**src/rtl/can_estat_pkg.sv**
```systemverilog
package can_estat_pkg;
  localparam int WORD_W   = 16;
  localparam int NFLAG    = 3;
  localparam int B_ERR    = 0;
  localparam int B_BOFF   = 1;
  localparam int B_WAKE   = 2;
  localparam int B_FCS_LO = 3;
  localparam int B_TXB_LO = 5;
  localparam int B_RXE    = 7;
  localparam int B_TXE    = 8;

  typedef enum logic [1:0] {
    TXB_NONE = 2'b00,
    TXB_DOM_REC = 2'b01,
    TXB_REC_DOM = 2'b10,
    TXB_BAD = 2'b11
  } txb_e;
endpackage

```
**src/rtl/can_estat_events.sv**
```systemverilog
module can_estat_events (
  input  logic       clk,
  input  logic       rst_n,
  input  logic [1:0] fcs_in,
  input  logic [1:0] txbit_err_in,
  input  logic       rx_err_pulse,
  input  logic       tx_err_pulse,
  input  logic       stop_mode,
  input  logic       bus_lvl,
  output logic [1:0] fcs_q,
  output logic [1:0] txb_q,
  output logic       rxe_q,
  output logic       txe_q,
  output logic       err_set,
  output logic       boff_set,
  output logic       wake_set
);
  import can_estat_pkg::*;

  logic       bus_q;
  logic       txb_valid;
  logic [1:0] txb_clean;

  // Code 11 is unused: fold it to "no error".
  assign txb_valid = (txbit_err_in == TXB_DOM_REC) || (txbit_err_in == TXB_REC_DOM);
  assign txb_clean = txb_valid ? txbit_err_in : TXB_NONE;

  assign err_set  = rx_err_pulse | tx_err_pulse | txb_valid;
  assign boff_set = fcs_in[1] & ~fcs_q[1];
  assign wake_set = stop_mode & bus_q & ~bus_lvl;

  always_ff @(posedge clk or negedge rst_n) begin
    if (!rst_n) begin
      fcs_q <= 2'b00;
      txb_q <= 2'b00;
      rxe_q <= 1'b0;
      txe_q <= 1'b0;
      bus_q <= 1'b1;
    end else begin
      fcs_q <= fcs_in;
      txb_q <= txb_clean;
      rxe_q <= rx_err_pulse;
      txe_q <= tx_err_pulse;
      bus_q <= bus_lvl;
    end
  end
endmodule

```
**src/rtl/can_estat_flag.sv**
```systemverilog
module can_estat_flag (
  input  logic clk,
  input  logic rst_n,
  input  logic set_ev,
  input  logic rd_ev,
  input  logic clr_req,
  output logic flag_q
);
  logic arm_q;
  logic clr_ok;

  assign clr_ok = clr_req & arm_q;

  always_ff @(posedge clk or negedge rst_n) begin
    if (!rst_n) begin
      flag_q <= 1'b0;
      arm_q  <= 1'b0;
    end else begin
      if (set_ev)      flag_q <= 1'b1;
      else if (clr_ok) flag_q <= 1'b0;

      if (set_ev || clr_ok)    arm_q <= 1'b0;
      else if (rd_ev && flag_q) arm_q <= 1'b1;
    end
  end
endmodule

```
**src/rtl/can_estat_irq.sv**
```systemverilog
module can_estat_irq #(
  parameter int N = 3
) (
  input  logic         clk,
  input  logic         rst_n,
  input  logic [N-1:0] flags,
  input  logic [N-1:0] masks,
  output logic         irq
);
  always_ff @(posedge clk or negedge rst_n) begin
    if (!rst_n) irq <= 1'b0;
    else        irq <= |(flags & masks);
  end
endmodule

```
**src/rtl/can_errstat_irq.sv**
```systemverilog
module can_errstat_irq
  import can_estat_pkg::*;
(
  input  logic              clk,
  input  logic              rst_n,
  input  logic [1:0]        fcs_in,
  input  logic [1:0]        txbit_err_in,
  input  logic              rx_err_pulse,
  input  logic              tx_err_pulse,
  input  logic              stop_mode,
  input  logic              bus_lvl,
  input  logic              wake_en,
  input  logic              boff_en,
  input  logic              err_en,
  input  logic              rd_en,
  input  logic              wr_en,
  input  logic [WORD_W-1:0] wr_data,
  output logic [WORD_W-1:0] rd_data,
  output logic              irq
);
  logic [1:0]       fcs_q, txb_q;
  logic             rxe_q, txe_q;
  logic [NFLAG-1:0] set_vec, flag_vec, mask_vec;

  can_estat_events u_ev (
    .clk(clk), .rst_n(rst_n),
    .fcs_in(fcs_in), .txbit_err_in(txbit_err_in),
    .rx_err_pulse(rx_err_pulse), .tx_err_pulse(tx_err_pulse),
    .stop_mode(stop_mode), .bus_lvl(bus_lvl),
    .fcs_q(fcs_q), .txb_q(txb_q), .rxe_q(rxe_q), .txe_q(txe_q),
    .err_set(set_vec[B_ERR]), .boff_set(set_vec[B_BOFF]),
    .wake_set(set_vec[B_WAKE])
  );

  for (genvar i = 0; i < NFLAG; i++) begin : g_flag
    can_estat_flag u_flag (
      .clk(clk), .rst_n(rst_n),
      .set_ev(set_vec[i]),
      .rd_ev(rd_en),
      .clr_req(wr_en & ~wr_data[i]),
      .flag_q(flag_vec[i])
    );
  end

  assign mask_vec[B_ERR]  = err_en;
  assign mask_vec[B_BOFF] = boff_en;
  assign mask_vec[B_WAKE] = wake_en;

  can_estat_irq #(.N(NFLAG)) u_irq (
    .clk(clk), .rst_n(rst_n),
    .flags(flag_vec), .masks(mask_vec), .irq(irq)
  );

  always_comb begin
    rd_data = '0;
    rd_data[NFLAG-1:0]          = flag_vec;
    rd_data[B_FCS_LO+1:B_FCS_LO] = fcs_q;
    rd_data[B_TXB_LO+1:B_TXB_LO] = txb_q;
    rd_data[B_RXE]              = rxe_q;
    rd_data[B_TXE]              = txe_q;
  end
endmodule

```
**config.mk**
```make
export PLATFORM = sky130hd
export DESIGN_NAME = can_errstat_irq
export DESIGN_NICKNAME = d
export VERILOG_FILES = /design/src/rtl/can_estat_pkg.sv /design/src/rtl/can_estat_events.sv /design/src/rtl/can_estat_flag.sv /design/src/rtl/can_estat_irq.sv /design/src/rtl/can_errstat_irq.sv
export SDC_FILE = /design/constraint.sdc
export NUM_CORES = 1
export LEC_CHECK = 0
export ABC_AREA = 1
export BUFFER_PORTS_ARGS = -buffer_cell sky130_fd_sc_hd__buf_2
export CAP_MARGIN = 10
export CORE_MARGIN = 4
export CORE_UTILIZATION = 38
export DETAILED_ROUTE_END_ITERATION = 10
export PLACE_DENSITY = 0.76
export SLEW_MARGIN = 15
export SYNTH_ARGS = -nofsm -noshare
export SYNTH_HDL_FRONTEND = slang
export SYNTH_SLANG_ARGS = --single-unit
```
**constraint.sdc**
```tcl
create_clock -name clk -period 0.9 [get_ports clk]
set_input_delay 0.135 -clock clk [delete_from_list [all_inputs] [get_ports clk]]
set_output_delay 0.135 -clock clk [all_outputs]
set_load 0.02 [all_outputs]
```
==> results.json <==
{
  "number_of_maximum_capacitance_violations": 0,
  "grt_pass1_wl_um": 2214,
  "outcome": "finished, violations left",
  "post_route_cells_drive_above_1_share_pct": 38.24,
  "power.density_nw_per_um2": 1748,
  "finalClockSkew_ns": 0.008364,
  "cts_inserted_buffers": 3,
  "critPathBufInv": 1,
  "syn2layout_area_growth_pct": 43.00,
  "rrSetupSlack_ns": 0.06,
  "cts.sink_count": 14,
  "total_leakage_power_nw": 0.5262,
  "synth_area_per_cell_sq_um": 9.329,
  "report.final.hold_viol_count": 0,
  "hp-start": "wake_en",
  "setup_violations_final": 10,
  "post_synth_most_frequent_cells": "nand2_1 (18), dfrtp_1 (13), buf_4 (12)",
  "starting_utilization_of_the_core_area_pct": 41.15,
  "yosysUniqueCellTypes": 12,
  "post_synth_inst_count": 68,
  "route.detailed.drc": 0,
  "diodes": 0,
  "rsz0062_at_grt": "true",
  "violations_in_the_final_reports": "setup timing",
  "port-buffer-count": 27,
  "place_hpwl_um": 962.4,
  "worstPathArrival_ns": 0.81,
  "finalWorstSetupSlack_ns": -0.04605,
  "nets": 136,
  "final_min_period_over_clock_period_pct": 105.1,
  "yosys.area.top_type": "dfrtp_1",
  "routed-via-count": 493,
  "maxSlewViolCount": 0,
  "cp_slowest_stage_delay_ns": 0.40,
  "postSynth.asyncResetShare_pct": 100.0,
  "drt-vias-per-instance": 4.178,
  "highest_net_fanout_along_the_worst_path": 2,
  "post-synth-top-count-cell": "nand2_1",
  "io-pin-count": 48,
  "buffers_from_clock_root_to_sink_at_most": 2,
  "timing.setup.critical_path_class": "reg2out",
  "h_tree_lvls": 1,
  "detail_route.first_pass.iterations": 3,
  "clkSlewWorstSetupHoldPaths_ns": 0.09,
  "power_w": 0.001586,
  "sequential_fraction_of_the_synthesis_area_pct": 55.42,
  "crit_path_end_kind": "primary output",
  "place_ws_ns": 0.05846,
  "mappedNetlistArea_sq_um": 634.4,
  "post_synth_main_area_contributors": "dfrtp_1 (51%), buf_4 (14%), nand2_1 (11%)",
  "peakVddDrop_v": 0.0007696,
  "globalplace.congestion": 0.6944,
  "grt_util_all_layers_pct": 12.38,
  "die_y_um": 48.86,
  "clock_tree_from_tritoncts": "yes",
  "cp_cell_sequence": "buf_6",
  "ys_warn_count": 0,
  "root_buffer": "clkbuf_4",
  "rows": 14,
  "post_synth_edffs": 0,
  "hold_path.class": "in2reg",
  "floorplan.die.width_um": 48.86,
  "whs_ns": 0.05381,
  "reg2reg_from": "g_flag[2].u_flag.flag_q",
  "grt-ovfl-total": 0,
  "wl_per_cell_um": 11.42,
  "synth.top_cell.area_share_pct": 51.28,
  "crit_start": "g_flag[2].u_flag.flag_q",
  "antenna_found_initial": 0,
  "cpMaxStageDelayCell": "dfrtp_1",
  "crit_path_start_kind": "flip-flop",
  "tns_ns": -0.3334,
  "cpLargestDelayFamily": "flip-flops",
  "largest_net_degree_at_the_start_of_global_routing": 15,
  "clk-insertion-delay-late_ns": 0.28,
  "number_of_global_route_vias_before_repair": 508,
  "highest_achievable_clock_rate_mhz": 1057,
  "ant_nets": 0,
  "synth-seq-cells": 14,
  "post-route-min-period_ns": 0.9460,
  "finalWirelength_um": 1347,
  "crit_required_ns": 0.76,
  "drt_iter0_markers": 5,
  "design.die.area_sq_um": 2387,
  "dominant_synthesized_flop_cell": "dfrtp_1",
  "placeableCoreArea_sq_um": 1541
}
## per-layer routing
| layer | part of all wire (%) | track usage (%) | vias up | routed length [um] |
|---|---|---|---|---|
| met5 | 0 | 0 | - | 0 |
| met4 | 2.1 | 10.76 | 0 | 28 |
| met3 | 4.4 | 2.752 | 2 | 59 |
| met2 | 60 | 21.30 | 14 | 803 |
| met1 | 34 | 12.23 | 230 | 457 |
| li1 | - | - | 247 | - |
## layout by cell type (no fill, tap or decap), types with 2 or more instances in the layout
| master | count |
|---|---|
| dfrtp_1 | 13 |
| conb_1 | 7 |
| buf_6 | 10 |
| dlygate4sd3_1 | 6 |
| buf_4 | 3 |
| nand2_1 | 18 |
| ha_1 | 2 |
| nor2_2 | 2 |
| nor2_1 | 2 |
| clkbuf_4 | 3 |
| inv_1 | 11 |
| nand3_1 | 4 |
| buf_2 | 17 |
## kinds of logic (layout without fill, tap and decap cells)
logic type	Yosys count	in the layout	synth area share (%)
simple gates	27	27	18.54
buf+inv	23	51	20.71
flops	14	14	55.42
fa+ha+maj	2	2	3.944
other cells	1	7	0.5911
compound gates	1	1	0.7882
## registers in the layout, indices dropped and copies added, names as in the netlist
name / cells
g_flag.u_flag.arm_q: 3
g_flag.u_flag.flag_q: 3
u_ev.bus_q: 1
u_ev.fcs_q: 2
u_ev.rxe_q: 1
u_ev.txb_q: 2
u_ev.txe_q: 1
u_irq.irq: 1
## cell type report
type	count	area, sq um
sequential	14	351.6
tap	16	20.02
inverter	11	41.29
fill	127	634.4
multi-input combinational	37	177.7
clock buffer	4	36.28
timing repair buffer	36	280.3
## power by group
group | switching, W | internal, W | total [W]
sequential | 0.0000397 | 0.000697 | 0.000736
clock | 0.000211 | 0.000246 | 0.000457
combinational | 0.000204 | 0.000188 | 0.000392
## metrics by stage
step	instances	util (%)	instance area [sq um]
after global routing	118	58.85	907.1
after detailed placement	105	46.83	721.9
after global placement	105	46.83	721.9
final	118	58.85	907.1
after floorplan	74	-	656.9
after CTS	118	58.60	903.4
## what timing repair did
item | CTS | global route
gates resized for setup | 20 | 1
setup buffers | 3 | 0
setup endpoints to repair | 10 | 12
hold buffers | 6 | 0
endpoints found under the hold margin | 18 | 0
pin swaps | 0 | 1
## final timing paths
kind | end | cells past startpoint
setup / recovery | rd_data[2] | 1
hold / removal | u_irq.irq | 3
setup reg to reg | g_flag[2].u_flag.arm_q | 5
hold reg to reg | g_flag[2].u_flag.flag_q | 2
max in group asynchronous | u_ev.bus_q | 2
min in group asynchronous | u_ev.txb_q[0] | 2
Note: power is estimated with default switching activity, not from simulation.
